### src/rtl/psw_pkg.sv
package psw_pkg;
    localparam int DEF_PH_W   = 2;
    localparam int DEF_BACK_W = 4;
    localparam int DEF_MODE_W = 3;

    function automatic int nominal_ratio(input int ph_w, input int back_w);
        return (1 << ph_w) * (1 << back_w);
    endfunction
endpackage

### src/rtl/psw_quad_front.sv
module psw_quad_front import psw_pkg::*; #(
    parameter int PH_W = DEF_PH_W
) (
    input  logic                   clk,
    input  logic                   rst,
    output logic [(1<<PH_W)-1:0]   phases
);
    localparam int NPH  = 1 << PH_W;
    localparam int HALF = NPH / 2;

    typedef struct packed {
        logic [PH_W-1:0] cnt;
    } front_t;

    front_t st_d, st_q;

    always_comb begin
        st_d     = st_q;
        st_d.cnt = st_q.cnt + PH_W'(1);
    end

    always_ff @(posedge clk) begin
        if (rst) st_q <= '0;
        else     st_q <= st_d;
    end

    // wave k is wave 0 delayed by k input cycles
    for (genvar k = 0; k < NPH; k++) begin : g_phase
        logic [PH_W-1:0] rel;
        assign rel       = st_q.cnt - PH_W'(k);
        assign phases[k] = (rel < PH_W'(HALF));
    end
endmodule

### src/rtl/psw_phase_select.sv
module psw_phase_select import psw_pkg::*; #(
    parameter int PH_W   = DEF_PH_W,
    parameter int MODE_W = DEF_MODE_W
) (
    input  logic                   clk,
    input  logic                   rst,
    input  logic [(1<<PH_W)-1:0]   phases,
    input  logic [MODE_W-1:0]      mode,
    input  logic                   wrap,
    output logic                   phase_out,
    output logic                   adv,
    output logic [PH_W-1:0]        sel
);
    typedef struct packed {
        logic [PH_W-1:0]   sel;
        logic [MODE_W-1:0] rem;
        logic              blk;
    } sel_t;

    sel_t st_d, st_q;

    logic [PH_W-1:0] lag_idx, lead_idx;
    logic            cur, lag, lead, do_sw;

    assign lag_idx  = st_q.sel + PH_W'(1);
    assign lead_idx = st_q.sel - PH_W'(1);
    assign cur      = phases[st_q.sel];
    assign lag      = phases[lag_idx];
    assign lead     = phases[lead_idx];

    // step only while current and lagging waves are both low
    assign do_sw = !cur && !lag && (st_q.rem != '0) && !st_q.blk;
    // selected wave rises next cycle: one back-counter tick
    assign adv   = !cur && lead && !do_sw;

    always_comb begin
        st_d = st_q;
        if (do_sw) begin
            st_d.sel = lag_idx;
            st_d.rem = st_q.rem - MODE_W'(1);
            st_d.blk = 1'b1;
        end
        if (adv) st_d.blk = 1'b0;
        if (wrap) st_d.rem = mode;
    end

    always_ff @(posedge clk) begin
        if (rst) st_q <= '0;
        else     st_q <= st_d;
    end

    assign phase_out = cur;
    assign sel       = st_q.sel;
endmodule

### src/rtl/psw_back_count.sv
module psw_back_count import psw_pkg::*; #(
    parameter int BACK_W = DEF_BACK_W
) (
    input  logic clk,
    input  logic rst,
    input  logic adv,
    output logic wrap,
    output logic div_out,
    output logic period_end
);
    typedef struct packed {
        logic [BACK_W-1:0] cnt;
        logic              pend;
    } back_t;

    back_t st_d, st_q;

    assign wrap = adv && (st_q.cnt == {BACK_W{1'b1}});

    always_comb begin
        st_d      = st_q;
        st_d.cnt  = st_q.cnt + BACK_W'(adv);
        st_d.pend = wrap;
    end

    always_ff @(posedge clk) begin
        if (rst) st_q <= '0;
        else     st_q <= st_d;
    end

    assign div_out    = st_q.cnt[BACK_W-1];
    assign period_end = st_q.pend;
endmodule

### src/rtl/psw_prescaler.sv
module psw_prescaler import psw_pkg::*; #(
    parameter int PH_W   = DEF_PH_W,
    parameter int BACK_W = DEF_BACK_W,
    parameter int MODE_W = DEF_MODE_W
) (
    input  logic              clk,
    input  logic              rst,
    input  logic [MODE_W-1:0] mode,
    output logic              div_out,
    output logic              period_end,
    output logic              phase_out
);
    localparam int NPH = 1 << PH_W;

    logic [NPH-1:0]  phases;
    logic            adv, wrap;
    logic [PH_W-1:0] sel_w;

    psw_quad_front #(.PH_W(PH_W)) u_front (
        .clk    (clk),
        .rst    (rst),
        .phases (phases)
    );

    psw_phase_select #(.PH_W(PH_W), .MODE_W(MODE_W)) u_select (
        .clk       (clk),
        .rst       (rst),
        .phases    (phases),
        .mode      (mode),
        .wrap      (wrap),
        .phase_out (phase_out),
        .adv       (adv),
        .sel       (sel_w)
    );

    psw_back_count #(.BACK_W(BACK_W)) u_back (
        .clk        (clk),
        .rst        (rst),
        .adv        (adv),
        .wrap       (wrap),
        .div_out    (div_out),
        .period_end (period_end)
    );
endmodule

### config.mk
export PLATFORM = sky130hd
export DESIGN_NAME = psw_prescaler
export DESIGN_NICKNAME = d
export VERILOG_FILES = /design/src/rtl/psw_pkg.sv /design/src/rtl/psw_quad_front.sv /design/src/rtl/psw_phase_select.sv /design/src/rtl/psw_back_count.sv /design/src/rtl/psw_prescaler.sv
export SDC_FILE = /design/constraint.sdc
export NUM_CORES = 1
export LEC_CHECK = 0
export ABC_AREA = 1
export BUFFER_PORTS_ARGS = -buffer_cell sky130_fd_sc_hd__buf_2
export CORE_MARGIN = 1.5
export CORE_UTILIZATION = 54
export DETAILED_ROUTE_END_ITERATION = 8
export PLACE_DENSITY = 0.75
export SYNTH_ARGS = -nofsm -noshare
export SYNTH_HDL_FRONTEND = slang
export SYNTH_SLANG_ARGS = --single-unit
### constraint.sdc
create_clock -name clk -period 2.3 [get_ports clk]
set_clock_uncertainty 0.15 [all_clocks]
set_input_delay 0.69 -clock clk [delete_from_list [all_inputs] [get_ports clk]]
set_output_delay 0.69 -clock clk [all_outputs]
set_load 0.1 [all_outputs]
Word-level counts from Yosys, hierarchy flattened
Cells that the tools add are included.
{ "classes": {"add_sub_neg": 8, "div_mod_pow": 0, "n_eq_ne": 1, "multipliers": 0, "n_reduce_logical": 13, "shifts": 0, "bitwise": 0, "muxes": 8, "magnitude_cmp": 7} }
{ "op_table": {"columns": ["cell", "count"], "rows": [
  ["$lt A2 B3 Y1 const B", 3],
  ["$lt A2 B2 Y1 const B", 4],
  ["$bmux W1 S2", 3],
  ["$logic_and A1 B1 Y1", 6],
  ["$add A2 B1 Y2 const B", 2],
  ["$add A4 B1 Y4", 1],
  ["$eq A4 B4 Y1 const B", 1],
  ["$logic_not A1 Y1", 4],
  ["$mux W4", 1],
  ["$sub A2 B1 Y2 const B", 2],
  ["$sub A2 B2 Y2 const B", 2],
  ["$mux W1", 3],
  ["$mux W3", 1],
  ["$reduce_bool A3 Y1", 1],
  ["$sub A3 B1 Y3 const B", 1],
  ["$reduce_bool A2 Y1", 1],
  ["$reduce_or A2 Y1", 1]
]} }
{ "totals": {"word_cells": 43, "out_inout_bits": 3, "mem_bits_rw": 0, "reg_bits": 13, "romBits": 0, "input_bits": 5, "latchBits": 0, "mem_count": 0} }

Logic depth before layout (Yosys ltp)
Gate-level depths: netlist (run 1).
{ "depth": {"ltp_word": 12, "ltp_mapped": 11, "ltp_nobuf": 11} }

Cells and area by module
From an unflattened synthesis (run 1), not the netlist that was laid out.
{ "unflattened": {"hier_cells": 115, "area_unflattened_um2": 818.3} }
{ "by_module_without_submodules": {"columns": ["module", "seq_area_each_um2", "cells_each", "instances", "area_per_inst_um2"], "rows": [
  ["psw_phase_select", 120.1, 79, 1, 529.3],
  ["psw_back_count", 100.1, 25, 1, 203.9],
  ["psw_quad_front", 40.0, 11, 1, 85.1]
]} }

Worst setup path before layout (run 1)
No wires, ideal clock.
{ "synth_path": {"path_type": "flip-flop to output port", "from": "register u_front.st_q[1] (netlist name)", "to": "output port phase_out", "slack_ps": -680, "stages_incl_launch_ff": 6, "arrival_time_ps": 2140, "required_time_ps": 1460, "path_buffers": 0, "path_cell_list": "dfxtp_1 inv_1 nand2_2 nand2_2 o21ai_1 xor2_1"} }
{ "synth_via": {"elab_chain_len": 4, "word_cells_on_any_way": 9, "cone_classes": "add/sub (3); order compare (4); mux (2)"} }
{ "synth_rtl": {"columns": ["element", "line", "rtl"], "rows": [
  ["start: declaration", "psw_quad_front.sv:15", "front_t st_d, st_q;"],
  ["start signal: assignment", "psw_quad_front.sv:24", "else st_q <= st_d;"],
  ["$sub A2 B1 Y2 or $sub A2 B2 Y2 (tied branches)", "psw_quad_front.sv:30", "assign rel = st_q.cnt - PH_W'(k);"],
  ["$lt A2 B2 Y1", "psw_quad_front.sv:31", "assign phases[k] = (rel < PH_W'(HALF));"],
  ["$bmux W1 S2 *", "psw_phase_select.sv:27", "assign cur = phases[st_q.sel];"],
  ["$mux W1 (not written as such) *", "psw_phase_select.sv:27", null],
  ["end: declaration", "psw_prescaler.sv:11", "output logic phase_out"]
]} }
Every way passes the cells marked *; elsewhere a longest branch is shown, timed or not. The select of a mux whose other input is x is not followed.

Worst setup path after layout (run 1)
Ends and elaborated chain as after synthesis.

==> results of run 1 <==
==> per-layer routing <==
metal	part of all wire [%]	track usage (%)	routed length [um]
met4	0.86	7.76	11
met2	48	32.0	610
met3	3.8	5.11	49
met5	0	0	0
met1	48	22.5	611
==> timing repair <==
item                       CTS  global route
cloned                       0             0
pin swaps                    0             4
buffers inserted             0             3
setup endpoints to repair    1             1
gates resized for setup      2            12
==> critical path: stages, from the launching register on <==
cell,delay (ps)
dfxtp_4,390
inv_4,50
nand2_4,80
nand2_4,60
o21ai_4,200
xor2_4,180
buf_12,190
==> logic make-up (layout without fill, tap and decap cells) <==
group | after synthesis | in the layout | synth area share (%)
simple gates | 47 | 47 | 33.0
xor+xnor | 5 | 5 | 6.08
flops | 13 | 13 | 36.1
buf+inv | 17 | 30 | 8.85
fa+ha+maj | 4 | 4 | 6.94
compound gates | 7 | 7 | 9.03
==> cell usage in the layout, fill, tap and decap left out, types with 3 or more instances in the layout <==
cell | synthesis | final
inv_2 | 4 | 5
nand2_4 | 0 | 3
nand4_1 | 3 | 3
buf_2 | 0 | 6
nor2_1 | 10 | 10
dfxtp_1 | 13 | 10
ha_1 | 4 | 4
nand2_1 | 18 | 17
inv_1 | 12 | 10
buf_4 | 0 | 3
nand3_1 | 4 | 4
nor2_4 | 3 | 3
clkbuf_4 | 0 | 3
nand2_2 | 7 | 5
==> power groups by stage <==
stage / combinational, uW / sequential, uW / clock (uW)
after global placement: 68.5 / 239 / 0
final: 85.4 / 236 / 137
after global routing: 91.0 / 237 / 150
after floorplan: 54.1 / 239 / 0
after CTS: 73.6 / 234 / 139
after detailed placement: 70.4 / 239 / 0
==> registers in the layout (all words and copies together) (netlist names) <==
| name | count |
|---|---|
| u_back.div_out | 1 |
| u_back.period_end | 1 |
| u_back.st_q | 3 |
| u_front.st_q | 2 |
| u_select.sel | 2 |
| u_select.st_q | 4 |
==> per-stage QoR <==
stage / cells / total power (uW) / hold slack, ps
6_report: 120 / 459 / 295
5_1_grt: 120 / 477 / 305
4_1_cts: 117 / 447 / 314
3_5_place_dp: 113 / 310 / 297
3_3_place_gp: 113 / 308 / 289
2_1_floorplan: 93 / 293 / 275
==> layout make-up <==
type	count	area (sq um)
multi-input cells	63	444
fillers	92	279
flip-flops and latches	13	269
repair buffers	10	72.6
inverters	16	62.6
clock buffers	4	26.3
well taps	14	17.5
==> final timing paths <==
path / slack [ps] / from / to / cells after the start
max reg2reg: 390 / u_select.sel[0]$_SDFFE_PP0P_ / u_back.st_q[3]$_SDFF_PP0_ / 11
min reg2reg: 290 / u_front.st_q[0]$_SDFF_PP0_ / u_front.st_q[0]$_SDFF_PP0_ / 1
max: 40 / u_front.st_q[1]$_SDFF_PP0_ / phase_out / 6
min: 290 / u_front.st_q[0]$_SDFF_PP0_ / u_front.st_q[0]$_SDFF_PP0_ / 1
==> flow_summary.toml, run 1 <==
[run_status]
status = "finished clean"

[power_and_ir_drop]
internal_power_uw = 330
pwr-share-clk_pct = 29.9
pwr-share-comb_pct = 18.6
p_leak_uw = 0.000394
swShare_pct = 28.2
p_switching_uw = 130
vdd_drop_max_uv = 380
p_per_area_mw_per_mm2 = 515
power_frac_seq_pct = 51.4

[global_routing]
antenna_found_initial = 0
first_global_vias = 495
track_usage_pct = 19.1
grt_pass1_wl_um = 1970
gr-total-overflow = 0
grt_max_degree = 10

[yosys]
yosysMostFrequentCell = "nand2_1"
synth_nets = 102
ys.flop_type = "dfxtp_1"
yosys-top-cells-area = "dfxtp_1 (36%), nand2_1 (9.4%), ha_1 (6.9%)"
async_flop_share_pct = 0
ys_warn_count = 0
synth_edf_count = 0
synth_cell_type_count = 19
syn_area_per_cell_sq_um = 7.75
netlist_area_sq_um = 721
ys_seq_elements = 13
synth-seq-area-share_pct = 36.1
synth_top_area_cell = "dfxtp_1"
synth_top_area_share_pct = 36.1
syn_inst = 93
synthTopCellsByCount = "nand2_1 (18), dfxtp_1 (13), inv_1 (12)"

[worst_setup_path]
arrival_ps = 1420
end_kind = "primary output"
critPathRequiredTime_ps = 1460
crit_type = "register to primary output"
cp_max_fo = 4
start_kind = "register"

[job]
maxCapViolations = 0

[sta]
relSlewSlack_pct = 68.0
slew_viol_final = 0
max_freq_ghz = 0.443
worstMarginPinSlew_ps = 484
period_needed_ps = 2260
finalCritPeriodShare_pct = 98.2
finalHoldViolCount = 0
setup_viol = 0
rsz0062_at_grt = "yes"
tns_ps = 0
fin_ws_ps = 41.0

[layout]
drive_above_1_share_pct = 37.7
num_antenna_cells = 0
syn_to_final_growth_pct = 23.8
final_area_sq_um = 892
final_util_pct = 76.2
nets = 116

[clock_tree]
cts_root_buf = "clkbuf_4"
tritoncts = "yes"
clk_latency_ps = 270
ctsHoldBuffers = 0
clk_pin_slew_ps = 70
cts.sinks = 13
cts_max_level = 1
cts_made_buffers = 3
cts_max_path_buffers = 2

[die]
die_w_um = 39.5
start_util_pct = 61.5
coreArea_sq_mm = 0.00117
ioPinCount = 8
row_count = 12
dieHeight_um = 39.5
die_area_sq_mm = 0.00156

[place]
port_buffers = 7
dp_slack_ps = 191
hpwl_um = 905
placedInstanceArea_sq_um = 803
place_congestion = 0.791

[detailed_routing]
post_drt_wl_per_cell_um = 10.7
route.detailed.drc = 0
drt.antenna.violating_nets = 0
routed_wl_um = 1280
first_pass_iters = 4
avgViaCountPerCell = 4.95
vias = 594
drt_iter0_drc = 11

[worst_hold_path]
min_path_type = "register to register"
Note: power is estimated with default switching activity, not from simulation.
==> run 2, diff against run 1 <==
- ABC_AREA: 1 -> 0
- CORE_AREA: default -> 2 2 39 41
- CORE_MARGIN: 1.5 -> default
- CORE_UTILIZATION: 54 -> default
- DIE_AREA: default -> 0 0 41 43
- PLACE_DENSITY: 0.75 -> 0.72
==> flow_summary.toml, run 2 <==
[global_routing]
grt_pass1_wl_um = 2000
antenna_found_initial = 0
track_usage_pct = 17.6
first_global_vias = 497
gr-total-overflow = 0
grt_max_degree = 15

[yosys]
netlist_area_sq_um = 679
ys_warn_count = 0
synth_nets = 76
async_flop_share_pct = 0
yosys-top-cells-area = "dfxtp_1 (38%), ha_1 (7.4%), mux2_4 (4.4%)"
synth_top_area_share_pct = 38.3
yosys.area_share.xor_xnor_pct = 7.55
synth_compound_area_share_pct = 17.3
yosysMostFrequentCell = "dfxtp_1"
synth_top_area_cell = "dfxtp_1"
synth_mux_area_share_pct = 4.42
synth-simple-area-share_pct = 21.7
synth_cell_type_count = 32
synth-seq-area-share_pct = 38.3
ys_seq_elements = 13
syn_area_per_cell_sq_um = 10.1
ys.flop_type = "dfxtp_1"
synth_edf_count = 0
synthAdderAreaFrac_pct = 7.37
synthTopCellsByCount = "dfxtp_1 (13), nor2_1 (6), inv_1 (5)"
synth_top_family_by_area = "simple AND/OR/NAND/NOR gates"
syn_inst = 67

[worst_setup_path]
critPathRequiredTime_ps = 1460
path_cells = "xor2_2 -> xnor2_2 -> buf_12"
slowest_stage = "dfxtp_1"
end_kind = "primary output"
arrival_ps = 1280
critPathTopFamily = "flip-flops"
crit_type = "register to primary output"
critPathMaxStageDelay_ps = 410
critPathBufInv = 1
start_kind = "register"
cp_max_fo = 3

[clock_tree]
tritoncts = "yes"
clk_latency_ps = 280
ctsResizeCount = 0
cts_max_path_buffers = 2
post_cts_buffers = 0
cts_root_buf = "clkbuf_4"
cts.sinks = 13
cts_made_buffers = 3
clk_pin_slew_ps = 80
cts_max_level = 1
ctsHoldBuffers = 0

[layout]
largest_reg_flops = 4
regMostFlops = "u_select.st_q"
drive_above_1_share_pct = 27.3
final_common_cell = "dfxtp_1"
final_cell_mix = "dfxtp_1 (13), nor2_1 (6), buf_2 (6), inv_1 (5)"
final_cells = 93
num-fill-cells = 135
num_antenna_cells = 0
syn_to_final_growth_pct = 14.7
reg.largest.list = "u_select.st_q x4, u_back.st_q x3"
nets = 87

[sta]
tns_ps = 0
period_needed_ps = 2120
finalCritPeriodShare_pct = 92.2
rsz0062_at_grt = "no"
worstMarginPinSlew_ps = 494
setup_viol = 0
finalHoldViolCount = 0
slew_viol_final = 0
max_freq_ghz = 0.472
relSlewSlack_pct = 67.0

[die]
row_count = 14
die_w_um = 41
start_util_pct = 49.1
coreArea_sq_mm = 0.00138
dieHeight_um = 43
ioPinCount = 8
die_area_sq_mm = 0.00176

[power_and_ir_drop]
vdd_drop_max_uv = 344
power_uw = 428
p_per_area_mw_per_mm2 = 549
p_leak_uw = 0.000315

[worst_hold_path]
min_path_type = "register to register"

[detailed_routing]
drt_iter0_drc = 2
routed_wl_um = 1170
route.detailed.drc = 0
avgViaCountPerCell = 5.32
m1WireLength_um = 515
dr.max_layer_used = "met4"
drt.antenna.violating_nets = 0
post_drt_wl_per_cell_um = 12.5
first_pass_iters = 3
wl_met3_um = 34
wl_met2_um = 571
vias = 495

[place]
port_buffers = 7
dp_cells = 89
hpwl_um = 892
place_congestion = 0.700

[job]
maxCapViolations = 0

[run_status]
status = "finished clean"
-- run 2: changes by cell type after synthesis, moves of 4 or more --
| cell | delta |
|---|---|
| nand2_1 | -17 |
| inv_1 | -7 |
| nand2_2 | -7 |
| inv_2 | -4 |
| nor2_1 | -4 |
| nor2b_1 | +4 |
-- run 2: kinds of logic (layout without fill, tap and decap cells) --
| logic type | Yosys count | count (layout) |
|---|---|---|
| compound gates | 15 | 15 |
| xor+xnor | 5 | 5 |
| fa+ha+maj | 4 | 4 |
| buf+inv | 6 | 16 |
| flops | 13 | 13 |
| mux | 2 | 2 |
| simple gates | 22 | 22 |
-- run 2: layout make-up --
cell class,instances,area [sq um],area share (%)
repair buffers,7,50.0,6.42
flip-flops and latches,13,260,33.4
inverters,5,18.8,2.41
multi-input cells,48,404,51.8
well taps,16,20.0,2.57
clock buffers,4,26.3,3.37
-- run 2: power breakdown --
group          switching [uW]  internal (uW)
logic                    30.0           20.9
registers                5.53            229
clock network            74.6           67.4
-- run 2: stage by stage --
stage / setup WS, ps / hold WS, ps / util (%) / instance area, sq um
CTS: 162 / 365 / 56.3 / 779
floorplan: 26.2 / 314 / - / 687
global route: 124 / 375 / 56.3 / 779
detailed placement: 280 / 354 / 54.4 / 753
global placement: 332 / 330 / 54.4 / 753
finish: 179 / 357 / 56.3 / 779
-- run 2: layer usage --
layer | GRT usage, % | up-vias
li1 | - | 257
met1 | 19.6 | 228
met2 | 26.3 | 6
met3 | 6.28 | 4
met4 | 12.0 | 0
met5 | 0 | -
-- run 2: worst register-to-register path, cell delays in order (launching register included) --
cell and delay, ps:
dfxtp_1 410, xor2_2 230, mux2_4 390, inv_1 90
nor2_1 50, ha_1 190, ha_1 190, xnor2_1 160
nor2_1 70
-- run 2: worst paths after layout --
path                                                  from                          to  slack [ps]  cells after the start
worst max register to register  u_front.st_q[1]$_SDFF_PP0_   u_back.st_q[3]$_SDFF_PP0_         250                      8
worst min register to register  u_front.st_q[0]$_SDFF_PP0_  u_front.st_q[0]$_SDFF_PP0_         360                      1
worst min-delay path            u_front.st_q[0]$_SDFF_PP0_  u_front.st_q[0]$_SDFF_PP0_         360                      1
worst max-delay path            u_front.st_q[1]$_SDFF_PP0_                   phase_out         180                      3
==> run 3, diff against run 2 <==
- CAP_MARGIN: default -> 30
- CTS_BUF_LIST: default -> sky130_fd_sc_hd__clkbuf_8 sky130_fd_sc_hd__clkbuf_16
- RECOVER_POWER: default -> 25
==> flow_summary.toml, run 3 (synthesis results as in run 2) <==
[worst_setup_path]
end_kind = "primary output"
path_cells = "xor2_2 -> xnor2_2 -> buf_12"
timing.rr.start = "u_front.st_q[1]$_SDFF_PP0_"
arrival_ps = 1230
slowest_stage = "dfxtp_1"
cp_max_fo = 3
critPathTopFamily = "flip-flops"
critical_path.startpoint = "u_front.st_q[1]$_SDFF_PP0_"
crit_type = "register to primary output"
start_kind = "register"
critPathBufInv = 1
critPathRequiredTime_ps = 1460
critPathMaxStageDelay_ps = 400

[detailed_routing]
drt_iter0_drc = 4
route.detailed.drc = 0
vias = 489
avgViaCountPerCell = 5.26
drt.antenna.violating_nets = 0
first_pass_iters = 2
routed_wl_um = 1150
post_drt_wl_per_cell_um = 12.3

[clock_tree]
cts_root_buf = "clkbuf_8"
clk_latency_ps = 240
cts_max_path_buffers = 2
tritoncts = "yes"
cts_made_buffers = 3
post_cts_buffers = 0
ctsHoldBuffers = 0
clk_pin_slew_ps = 50
cts.sinks = 13
ctsResizeCount = 0
cts_max_level = 1

[layout]
reg.largest.list = "u_select.st_q x4, u_back.st_q x3"
final_common_cell = "dfxtp_1"
num_antenna_cells = 0
final_cell_mix = "dfxtp_1 (13), inv_1 (6), nor2_1 (6), buf_2 (5)"
regMostFlops = "u_select.st_q"
num-fill-cells = 134
drive_above_1_share_pct = 26.0
syn_to_final_growth_pct = 17.3
largest_reg_flops = 4
nets = 87

[worst_hold_path]
min_from = "u_front.st_q[0]$_SDFF_PP0_"
min_path_type = "register to register"

[sta]
worstMarginPinSlew_ps = 582
finalHoldViolCount = 0
setup_viol = 0
fin_ws_ps = 229
tns_ps = 0
period_needed_ps = 2070
max_freq_ghz = 0.483
relSlewSlack_pct = 61.2
slew_viol_final = 0
hold_ws_ps = 352
finalCritPeriodShare_pct = 90.1
rsz0062_at_grt = "no"

[die]
row_count = 14
ioPinCount = 8
start_util_pct = 49.1
die_area_sq_mm = 0.00176
dieHeight_um = 43
die_w_um = 41
coreArea_sq_mm = 0.00138

[global_routing]
grt_pass1_wl_um = 1990
first_global_vias = 500
grt_max_degree = 15
gr-total-overflow = 0
track_usage_pct = 17.0
antenna_found_initial = 0

[job]
maxCapViolations = 0

[place]
hpwl_um = 892
dp_slack_ps = 280
port_buffers = 7
place_congestion = 0.700

[power_and_ir_drop]
p_per_area_mw_per_mm2 = 604
vdd_drop_max_uv = 412
p_leak_uw = 0.000324
power_uw = 481

[run_status]
status = "finished clean"
==> run 3: where the power goes <==
group	internal, uW	switching [uW]	leakage [uW]	total [uW]
registers	230	5.53	0.000105	236
logic	20.6	30.1	0.000192	50.7
clock network	118	77.5	0.0000269	195
==> run 3: path summary, 6_finish.rpt <==
check	end	slack, ps	cells after the start
hold reg to reg	u_front.st_q[0]$_SDFF_PP0_	350	1
setup reg to reg	u_back.st_q[3]$_SDFF_PP0_	230	8
hold / removal	u_front.st_q[0]$_SDFF_PP0_	350	1
setup / recovery	phase_out	230	3
==> run 3: per-stage QoR <==
step                      cells  util, %  cell area [sq um]
final                        93     57.6                797
after global routing         93     57.6                797
after CTS                    93     57.7                798
after detailed placement     89     54.4                753
after global placement       89     54.4                753
after floorplan              67        -                687
==> run 3: metal layers <==
| metal | track usage, % | vias up | wire [um] |
|---|---|---|---|
| met1 | 19.6 | 228 | 520 |
| li1 | - | 256 | - |
| met4 | 8.00 | 0 | 0 |
| met3 | 6.28 | 0 | 28 |
| met2 | 26.3 | 5 | 597 |
| met5 | 0 | - | 0 |
==> run 3: layout make-up <==
class / count / area [sq um] / share of cell area [%]
clock buffer: 3 / 41.3 / 5.18
clock inverter: 1 / 3.75 / 0.471
inverter: 5 / 18.8 / 2.35
multi-input combinational: 48 / 404 / 50.7
sequential: 13 / 260 / 32.7
tap: 16 / 20.0 / 2.51
timing repair buffer: 7 / 48.8 / 6.12
